### src/rtl/pic_pkg.sv
package pic_pkg;
  localparam int PRIO_W = 8;
  localparam int SRC_W  = 24;
  localparam int WORD_W = PRIO_W + SRC_W;
  localparam logic [SRC_W-1:0]  IPI_SRC    = 24'd2;
  localparam logic [PRIO_W-1:0] PRIO_LEAST = 8'hFF;

  typedef enum logic [1:0] {
    OP_ACCEPT = 2'd0,
    OP_EOI    = 2'd1,
    OP_CPPR   = 2'd2,
    OP_MFRR   = 2'd3
  } op_e;

  typedef struct packed {
    logic             valid;
    logic [SRC_W-1:0] num;
  } srcmsg_t;

  typedef struct packed {
    srcmsg_t           rej;
    srcmsg_t           eoi;
    logic              resend;
    logic              rd;
    logic [WORD_W-1:0] rdata;
  } srv_fx_t;
endpackage

### src/rtl/pic_server.sv
module pic_server
  import pic_pkg::*;
(
  input  logic              clk,
  input  logic              rst_n,
  input  logic              in_req,
  input  logic [SRC_W-1:0]  in_num,
  input  logic [PRIO_W-1:0] in_prio,
  input  logic              op_en,
  input  op_e               op_kind,
  input  logic [WORD_W-1:0] op_word,
  output logic              irq,
  output srv_fx_t           fx
);
  logic [PRIO_W-1:0] cppr_q, cppr_n, pend_q, pend_n, mfrr_q, mfrr_n;
  logic [SRC_W-1:0]  xisr_q, xisr_n;
  logic              irq_q, irq_n;
  logic              do_resend, ipi_chk;
  logic [PRIO_W-1:0] wprio;

  assign wprio = op_word[PRIO_W-1:0];

  always_comb begin
    cppr_n    = cppr_q;
    xisr_n    = xisr_q;
    pend_n    = pend_q;
    mfrr_n    = mfrr_q;
    irq_n     = irq_q;
    fx        = '0;
    do_resend = 1'b0;
    ipi_chk   = 1'b0;
    if (in_req) begin
      if (in_prio >= cppr_q || (xisr_q != '0 && pend_q <= in_prio)) begin
        fx.rej.valid = 1'b1;
        fx.rej.num   = in_num;
      end else begin
        if (xisr_q != '0) begin
          fx.rej.valid = 1'b1;
          fx.rej.num   = xisr_q;
        end
        xisr_n = in_num;
        pend_n = in_prio;
        irq_n  = 1'b1;
      end
    end else if (op_en) begin
      case (op_kind)
        OP_ACCEPT: begin
          irq_n    = 1'b0;
          fx.rd    = 1'b1;
          fx.rdata = {cppr_q, xisr_q};
          cppr_n   = pend_q;
          xisr_n   = '0;
        end
        OP_EOI: begin
          fx.eoi.valid = 1'b1;
          fx.eoi.num   = op_word[SRC_W-1:0];
          cppr_n       = op_word[WORD_W-1:SRC_W];
          if (xisr_q == '0) do_resend = 1'b1;
        end
        OP_CPPR: begin
          cppr_n = wprio;
          if (wprio < cppr_q) begin
            if (xisr_q != '0 && wprio <= pend_q) begin
              xisr_n       = '0;
              irq_n        = 1'b0;
              fx.rej.valid = 1'b1;
              fx.rej.num   = xisr_q;
            end
          end else if (xisr_q == '0) begin
            do_resend = 1'b1;
          end
        end
        default: begin
          mfrr_n = wprio;
          if (wprio < cppr_q) ipi_chk = 1'b1;
        end
      endcase
    end
    if (do_resend) begin
      fx.resend = 1'b1;
      if (mfrr_n < cppr_n) ipi_chk = 1'b1;
    end
    if (ipi_chk && !(xisr_n != '0 && pend_n <= mfrr_n)) begin
      if (xisr_n != '0) begin
        fx.rej.valid = 1'b1;
        fx.rej.num   = xisr_n;
      end
      xisr_n = IPI_SRC;
      pend_n = mfrr_n;
      irq_n  = 1'b1;
    end
  end

  always_ff @(posedge clk) begin
    if (!rst_n) begin
      cppr_q <= '0;
      xisr_q <= '0;
      pend_q <= '0;
      mfrr_q <= PRIO_LEAST;
      irq_q  <= 1'b0;
    end else begin
      cppr_q <= cppr_n;
      xisr_q <= xisr_n;
      pend_q <= pend_n;
      mfrr_q <= mfrr_n;
      irq_q  <= irq_n;
    end
  end

  assign irq = irq_q;

  AST_LINE_TRACKS_PENDING: assert property (@(posedge clk) disable iff (!rst_n)
    irq_q == (xisr_q != '0));
  AST_ACCEPT_DROPS_LINE: assert property (@(posedge clk) disable iff (!rst_n)
    (op_en && !in_req && op_kind == OP_ACCEPT) |=> !irq_q);
  AST_WIN_RAISES_LINE: assert property (@(posedge clk) disable iff (!rst_n)
    (in_req && in_prio < cppr_q && (xisr_q == '0 || in_prio < pend_q)) |=> irq_q);
endmodule

### src/rtl/pic_fx_merge.sv
module pic_fx_merge
  import pic_pkg::*;
#(
  parameter int NSRV = 4
) (
  input  logic             clk,
  input  logic             rst_n,
  input  srv_fx_t          fx_in [NSRV],
  input  logic             bad_rej,
  input  logic [SRC_W-1:0] bad_num,
  output srv_fx_t          fx_out
);
  logic [NSRV-1:0] act;

  for (genvar g = 0; g < NSRV; g++) begin : g_act
    assign act[g] = fx_in[g].rej.valid | fx_in[g].eoi.valid | fx_in[g].resend | fx_in[g].rd;
  end

  always_comb begin
    fx_out = '0;
    for (int i = 0; i < NSRV; i++) fx_out = srv_fx_t'(fx_out | fx_in[i]);
    if (bad_rej) begin
      fx_out.rej.valid = 1'b1;
      fx_out.rej.num   = bad_num;
    end
  end

  AST_ONE_SERVER_ACTS: assert property (@(posedge clk) disable iff (!rst_n)
    $onehot0({act, bad_rej}));
endmodule

### src/rtl/pic_presenter.sv
module pic_presenter
  import pic_pkg::*;
#(
  parameter int NSRV  = 4,
  parameter int SEL_W = 4
) (
  input  logic              clk,
  input  logic              rst_n,
  input  logic              src_valid,
  output logic              src_ready,
  input  logic [SRC_W-1:0]  src_num,
  input  logic [SEL_W-1:0]  src_server,
  input  logic [PRIO_W-1:0] src_prio,
  input  logic              op_valid,
  output logic              op_ready,
  input  logic [1:0]        op_kind,
  input  logic [SEL_W-1:0]  op_server,
  input  logic [WORD_W-1:0] op_data,
  output logic              rd_valid,
  output logic [WORD_W-1:0] rd_data,
  output logic              op_err,
  output logic              rej_valid,
  output logic [SRC_W-1:0]  rej_num,
  output logic              eoi_valid,
  output logic [SRC_W-1:0]  eoi_num,
  output logic              resend_valid,
  output logic [NSRV-1:0]   cpu_irq
);
  localparam logic [SEL_W-1:0] SRV_LIMIT = SEL_W'(NSRV);

  logic    op_fire, src_fire, op_ok, src_ok;
  op_e     kind;
  srv_fx_t fx_each [NSRV];
  srv_fx_t fx_all;

  assign op_ready  = 1'b1;
  assign src_ready = !op_valid;
  assign op_fire   = op_valid;
  assign src_fire  = src_valid && !op_valid;
  assign op_ok     = op_server < SRV_LIMIT;
  assign src_ok    = src_server < SRV_LIMIT;
  assign kind      = op_e'(op_kind);

  for (genvar g = 0; g < NSRV; g++) begin : g_srv
    logic hit_src, hit_op;
    assign hit_src = src_fire && src_ok && src_server == SEL_W'(g) && src_num != '0;
    assign hit_op  = op_fire && op_ok && op_server == SEL_W'(g);
    pic_server u_srv (
      .clk     (clk),
      .rst_n   (rst_n),
      .in_req  (hit_src),
      .in_num  (src_num),
      .in_prio (src_prio),
      .op_en   (hit_op),
      .op_kind (kind),
      .op_word (op_data),
      .irq     (cpu_irq[g]),
      .fx      (fx_each[g])
    );
  end

  pic_fx_merge #(.NSRV(NSRV)) u_merge (
    .clk     (clk),
    .rst_n   (rst_n),
    .fx_in   (fx_each),
    .bad_rej (src_fire && !src_ok),
    .bad_num (src_num),
    .fx_out  (fx_all)
  );

  always_ff @(posedge clk) begin
    if (!rst_n) begin
      rd_valid     <= 1'b0;
      rd_data      <= '0;
      op_err       <= 1'b0;
      rej_valid    <= 1'b0;
      rej_num      <= '0;
      eoi_valid    <= 1'b0;
      eoi_num      <= '0;
      resend_valid <= 1'b0;
    end else begin
      rd_valid     <= fx_all.rd;
      rd_data      <= fx_all.rdata;
      op_err       <= op_fire && !op_ok;
      rej_valid    <= fx_all.rej.valid;
      rej_num      <= fx_all.rej.num;
      eoi_valid    <= fx_all.eoi.valid;
      eoi_num      <= fx_all.eoi.num;
      resend_valid <= fx_all.resend;
    end
  end

  AST_QUIET_WITHOUT_EVENT: assert property (@(posedge clk) disable iff (!rst_n)
    !(op_fire || src_fire) |=> !(rej_valid || eoi_valid || resend_valid || rd_valid));
  AST_READ_NEEDS_ACCEPT: assert property (@(posedge clk) disable iff (!rst_n)
    !(op_fire && op_ok && kind == OP_ACCEPT) |=> !rd_valid);
  AST_ERR_IS_INERT: assert property (@(posedge clk) disable iff (!rst_n)
    op_err |-> !(rd_valid || rej_valid || eoi_valid || resend_valid));
endmodule

### config.mk
export PLATFORM = sky130hd
export DESIGN_NAME = pic_presenter
export DESIGN_NICKNAME = d
export VERILOG_FILES = /design/src/rtl/pic_pkg.sv /design/src/rtl/pic_server.sv /design/src/rtl/pic_fx_merge.sv /design/src/rtl/pic_presenter.sv
export SDC_FILE = /design/constraint.sdc
export NUM_CORES = 1
export LEC_CHECK = 0
export BUFFER_PORTS_ARGS = -buffer_cell sky130_fd_sc_hd__buf_2
export CAP_MARGIN = 20
export CELL_PAD_IN_SITES_DETAIL_PLACEMENT = 1
export CELL_PAD_IN_SITES_GLOBAL_PLACEMENT = 2
export CORE_MARGIN = 2
export CORE_UTILIZATION = 37
export DETAILED_ROUTE_END_ITERATION = 8
export HOLD_SLACK_MARGIN = 0.02
export PLACE_DENSITY_LB_ADDON = 0.1
export SLEW_MARGIN = 20
export SYNTH_ARGS = -nofsm -noshare
export SYNTH_HDL_FRONTEND = slang
export SYNTH_HIERARCHICAL = 1
export SYNTH_SLANG_ARGS = --single-unit
### constraint.sdc
create_clock -name clk -period 4.7 [get_ports clk]
set_clock_uncertainty 0.05 [all_clocks]
set_input_delay 0 -clock clk [delete_from_list [all_inputs] [get_ports clk]]
set_output_delay 0 -clock clk [all_outputs]
set_load 0.005 [all_outputs]
==> results of run 1 <==
==> repair_timing <==
item	in CTS	in global routing
hold endpoints to repair	141	0
setup buffers	0	7
gates resized for setup	0	33
setup endpoints to repair	0	55
hold buffers	54	0
==> path summary, 6_finish.rpt <==
check,to,startpoint,slack (ns)
max reg2reg,rej_num[13],g_srv[0].u_srv/cppr_q[5],0.17
min reg2reg,g_srv[0].u_srv/mfrr_q[0],g_srv[0].u_srv/mfrr_q[0],0.48
max,rej_num[13],g_srv[0].u_srv/cppr_q[5],0.17
min,rej_num[1],src_server[2],0.03
==> worst max-delay path, cell delays in order, from the launching register on <==
cell and delay [ns]:
dfxtp_1 0.35, inv_1 0.07, ha_1 0.31, a21o_1 0.22, a221oi_4 0.43, o211ai_4 0.19
o21a_1 0.23, or2_2 0.28, ha_1 0.30, a21o_1 0.18, a21oi_1 0.14, a21oi_1 0.11
a211oi_2 0.26, a31oi_2 0.09, nand4_1 0.11, buf_4 0.17, clkbuf_16 0.21, o211ai_1 0.12
nor4_1 0.33, o21ai_0 0.11, and2_1 0.17
==> cells by family (layout without fill, tap and decap cells) <==
kind of cell | after synthesis | after routing | share of synthesized area, %
flops | 281 | 281 | 27.1
mux | 47 | 47 | 2.35
compound gates | 641 | 643 | 23.1
simple gates | 1018 | 1018 | 28.7
buf+inv | 335 | 609 | 6.75
fa+ha+maj | 200 | 200 | 12.0
other cells | 1 | 1 | 0.0180
==> layout make-up <==
type                            instances  area (um2)  area share [%]
Clock inverter                         10         123           0.486
Multi-Input combinational cell       1909       14000            55.6
Sequential cell                       281        5630            22.3
Inverter                              158         593            2.35
Timing Repair Buffer                  384        2770            11.0
Tap cell                              748         936            3.71
Clock buffer                           57        1160            4.61
==> where the power goes <==
group / leakage (nW) / total [mW] / switching [mW] / internal, mW
Sequential: 2.27 / 2.42 / 0.0162 / 2.40
Combinational: 9.32 / 0.797 / 0.520 / 0.277
Clock: 0.639 / 3.05 / 1.23 / 1.82
==> registers in the layout, indices dropped and copies added, names as in the netlist <==
signal / count
eoi_num: 24
eoi_valid: 1
g_srv.u_srv/cppr_q: 32
g_srv.u_srv/irq: 4
g_srv.u_srv/mfrr_q: 32
g_srv.u_srv/pend_q: 32
g_srv.u_srv/xisr_q: 96
op_err: 1
rd_data: 32
rd_valid: 1
rej_num: 24
rej_valid: 1
resend_valid: 1
==> metal layers <==
metal | track usage, % | up-vias | share of wire, %
met5 | 0 | - | 0
met4 | 14.0 | 0 | 4.2
met2 | 52.6 | 860 | 46
li1 | - | 9924 | -
met1 | 42.0 | 11000 | 43
met3 | 4.68 | 203 | 6.4
==> layout by cell type, fill, tap and decap left out, types with 8 or more instances in the layout <==
cell type      instances
dfxtp_1              280
and3_1               269
ha_1                 200
nand2_1              165
buf_2                165
inv_1                157
buf_4                150
o21ai_0              119
a22o_1               118
and2_1                99
a21o_1                70
nor2_1                69
nor4_1                69
a21oi_1               65
nor2b_1               64
or4_1                 61
dlygate4sd3_1         54
nor3_1                41
clkbuf_16             40
o211ai_1              39
a31oi_1               38
mux2i_1               33
nor3b_1               33
a222oi_1              31
a221o_1               28
nand3_1               27
nand4_1               27
o21a_1                23
nand2b_1              20
mux2_2                14
clkbuf_8              12
a211oi_1              12
a211o_1               12
or2_2                 11
o21ai_1               11
buf_12                11
o221a_2                8
==> through the flow <==
step | utilization (%) | setup TNS (ns) | hold WS [ns] | area (um2)
after floorplan | - | 0 | -0.0159 | 20800
after global placement | 41.9 | 0 | 0.209 | 23200
after detailed placement | 41.9 | 0 | 0.248 | 23200
after CTS | 45.2 | 0 | 0.0204 | 25000
after global routing | 45.6 | -0.0455 | 0.0461 | 25200
final | 45.6 | 0 | 0.0346 | 25200
==> impl_metrics.json, run 1 <==
{
  "status": "finished, final reports clean",
  "drive_gt1_share_pct": 17.6,
  "grt_max_degree": 146,
  "grt_overflow": 0,
  "grt_first_pass_wirelength_um": 142000,
  "ctsHtreeMaxLevel": 2,
  "num_antenna_cells": 0,
  "synth_area_per_cell_um2": 8.24,
  "slew_violations": 0,
  "first_pass_iters": 6,
  "synth_common_cells": "dfxtp_1, and3_1, ha_1",
  "drt_iter0_drc": 1732,
  "globalplace.congestion": 0.865,
  "cts_tree": "built",
  "dr_total_vias": 21900,
  "tightest_slew_ns": 0.944,
  "initial_core_util_pct": 37.6,
  "synth_seq_cells": 281,
  "routed_via_density": 6.19,
  "dp.cells": 3416,
  "seq_area_frac_synth_pct": 27.1,
  "synthCells": 2523,
  "async_flop_share_pct": 0,
  "routed_wl_um": 95800,
  "row_count": 86,
  "stdcell_count": 3547,
  "p_leak_nw": 12.2,
  "fill_cells": 6658,
  "cp.arrival_ns": 4.96,
  "max-slew-margin-rel_pct": 36.9,
  "dp_hpwl_um": 66000,
  "antenna_found_initial": 0,
  "worst_slack_ns": 0.165,
  "period_share_pct": 96.5,
  "r2r_cells": 20,
  "setup_viol": 0,
  "hold_depth": 4,
  "yosysMostFrequentCell": "dfxtp_1",
  "yosysUniqueCellTypes": 94,
  "ys_warn_count": 6,
  "die_h_um": 241,
  "syn_to_final_growth_pct": 21.4,
  "die_area_mm2": 0.0581,
  "port-buffer-count": 167,
  "antenna_left": 0,
  "synth-edff-count": 0,
  "worstSkewPairLatency_ns": 0.59,
  "worstHoldPathType": "input pin to register",
  "synth_fp_nets": 2801,
  "cts_root_buf": "clkbuf_16",
  "power_mw": 6.26,
  "crit_fanout": 12,
  "layout_min_cycle_time_ns": 4.53,
  "synthesis.area_mm2": 0.0208,
  "finalHoldViolations": 0,
  "grt_pass1_vias": 22700,
  "fin_nets": 3050,
  "drc": 0,
  "grt.total_usage_pct": 32.2,
  "critPathKind": "register to register",
  "maxCapViolations": 0,
  "ys.flop_type": "dfxtp_1",
  "cts_buffers": 38,
  "avgRoutedWirePerCell_um": 27.0,
  "core_area_mm2": 0.0553,
  "fmax_mhz": 221,
  "netlist_top_cells_area": "dfxtp_1, ha_1, and3_1, a22o_1, and2_1",
  "clockBufferDepth": 3,
  "clk_pin_slew_ns": 0.06,
  "worstSetupEndpointType": "register",
  "ios": 169,
  "synth_top_cell_by_area": "dfxtp_1",
  "ir_worst_vdd_mv": 0.200,
  "pre_cts_slack_ns": 0.0110,
  "critPathLaunchType": "register",
  "clock_sinks": 281,
  "worstPathRequired_ns": 5.13,
  "die_w_um": 241,
  "synth_top_area_share_pct": 27.1,
  "rsz0062_at_grt": "true",
  "power-per-cell-area_mw_per_mm2": 248
}
Note: power is estimated with default switching activity, not from simulation.
==> run 2: changes to the inputs <==
--- a/config.mk
+++ b/config.mk
@@ -9,6 +9,7 @@
 export CAP_MARGIN = 20
 export CELL_PAD_IN_SITES_DETAIL_PLACEMENT = 1
 export CELL_PAD_IN_SITES_GLOBAL_PLACEMENT = 2
+export CORE_ASPECT_RATIO = 0.75
 export CORE_MARGIN = 2
 export CORE_UTILIZATION = 37
 export DETAILED_ROUTE_END_ITERATION = 8
==> run 2 against run 1 <==
Net effect: sequential share of layout area fell by 0.47 points; count of clock-buffer cells in the layout is 1 higher; combinational power up 3.4%; setup slack got worse by 0.0085 ns; clock power is 6% lower; maximum frequency is 0.19% lower; critical path depth shrank 3; worst hold slack gained 0.037 ns; via count increased by 3.8%; first-iteration DRC count up 41%; routed wire length increased by 4.0%; critical path type unchanged; largest power group unchanged; highest routed layer is now met5.
==> impl_metrics.json, run 2 (synthesis results as in run 1) <==
{
  "status": "finished, final reports clean",
  "layout_min_cycle_time_ns": 4.54,
  "first_pass_iters": 8,
  "regMostFlops": "g_srv.u_srv/xisr_q",
  "stdcell_count": 3613,
  "ctsHtreeMaxLevel": 2,
  "globalplace.congestion": 0.904,
  "grt.total_usage_pct": 33.2,
  "cp_cell_sequence": "inv_1, ha_1, nand4_1, or2_0, a221o_1, and2_4, o21ai_0, ha_1, and3_1, a21boi_0, o31a_2, buf_12, o2111a_2, a221o_1, nor4_1, o21ai_0, and2_1",
  "avgRoutedWirePerCell_um": 27.6,
  "worstHoldPathType": "input pin to register",
  "grt_pass1_vias": 22800,
  "routed_wl_um": 99600,
  "antenna_found_initial": 7,
  "cp.arrival_ns": 4.96,
  "crit_fanout": 8,
  "placed_cell_area_mm2": 0.0239,
  "dr_total_vias": 22800,
  "maxCapViolations": 0,
  "fin_nets": 3131,
  "clk_pin_slew_ns": 0.07,
  "core_area_mm2": 0.0557,
  "fmax_mhz": 220,
  "worstSkewPairLatency_ns": 0.58,
  "ios": 169,
  "worstSetupEndpointType": "register",
  "worstPathRequired_ns": 5.12,
  "power-per-cell-area_mw_per_mm2": 237,
  "fin_area_mm2": 0.0258,
  "port-buffer-count": 167,
  "grt_first_pass_wirelength_um": 147000,
  "cts_tree": "built",
  "die_w_um": 278,
  "drt_iter0_drc": 2447,
  "final_cell_mix": "dfxtp_1, and3_1, buf_4",
  "drive_gt1_share_pct": 20.0,
  "critPathKind": "register to register",
  "drc": 0,
  "tightest_slew_ns": 0.852,
  "largest_reg_flops": 96,
  "p_leak_nw": 12.6,
  "grt_overflow": 0,
  "utilization_pct": 46.2,
  "slew_violations": 0,
  "layout_commonest_cell": "dfxtp_1",
  "clockBufferDepth": 3,
  "slowest_delay_ns": 0.43,
  "row_count": 75,
  "die_h_um": 209,
  "syn_to_final_growth_pct": 24.0,
  "cts_root_buf": "clkbuf_16",
  "antenna_left": 0,
  "grt_max_degree": 79,
  "finalHoldViolations": 0,
  "initial_core_util_pct": 37.3,
  "dp.cells": 3491,
  "worst_slack_ns": 0.157,
  "clock_sinks": 281,
  "die_area_mm2": 0.0581,
  "ir_worst_vdd_mv": 0.215,
  "max-slew-margin-rel_pct": 43.2,
  "critPathLaunchType": "register",
  "whs_ns": 0.0718,
  "routed_via_density": 6.31,
  "pre_cts_slack_ns": -0.122,
  "dp_hpwl_um": 68900,
  "cp_slowest_cell": "dfxtp_1",
  "cts_buffers": 37,
  "setup_viol": 0,
  "period_share_pct": 96.7
}
==> run 2: path summary, 6_finish.rpt <==
check	depth (start not counted)	from	endpoint	slack, ns
worst max-delay path	17	g_srv[2].u_srv/pend_q[0]	rej_num[4]	0.16
worst min-delay path	5	op_data[28]	g_srv[0].u_srv/cppr_q[4]	0.07
worst max register to register	17	g_srv[2].u_srv/pend_q[0]	rej_num[4]	0.16
worst min register to register	2	g_srv[3].u_srv/irq	g_srv[3].u_srv/irq	0.48
==> run 2: per-stage QoR <==
step | power, mW | setup TNS [ns]
2_1_floorplan | 2.82 | 0
3_3_place_gp | 3.20 | 0
3_5_place_dp | 3.22 | -0.318
4_1_cts | 6.13 | 0
5_1_grt | 6.30 | -0.0865
6_report | 6.12 | 0
==> run 2: worst max-delay path: cells and delay by family (launching register included) <==
family | cells | cell delay (ns)
compound gates | 7 | 1.99
fa+ha+maj | 2 | 0.61
buf+inv | 2 | 0.26
flops | 1 | 0.43
simple gates | 6 | 1.09
==> run 2: area by class of cell <==
| type | count | area (um2) |
|---|---|---|
| Clock buffer | 58 | 1070 |
| Timing Repair Buffer | 466 | 3440 |
| Clock inverter | 9 | 96.3 |
| Antenna cell | 1 | 2.50 |
| Multi-Input combinational cell | 1909 | 14000 |
| Tap cell | 731 | 915 |
| Inverter | 158 | 593 |
| Fill cell | 6621 | 30000 |
| Sequential cell | 281 | 5630 |
==> run 2: repair_timing <==
action                                  CTS  global route
gates cloned                              1             1
endpoints found under the setup margin    6            27
hold endpoints to repair                114             0
pin swaps                                 1             8
gates resized for setup                   3            29
hold buffers                             45             0
setup buffers                             2             5
==> run 2: routing by layer <==
layer	share of wire (%)	vias up	global-route usage (%)	wire length, um
li1	-	10100	-	-
met1	47	11400	49.1	46900
met2	41	1110	48.3	40800
met3	9.3	162	6.55	9280
met4	2.6	4	9.90	2630
met5	0.027	-	0	27
==> run 2: where the power goes <==
part	internal (mW)	switching [mW]
clock	1.63	1.24
sequential	2.40	0.0176
combinational	0.287	0.537
total	4.32	1.80
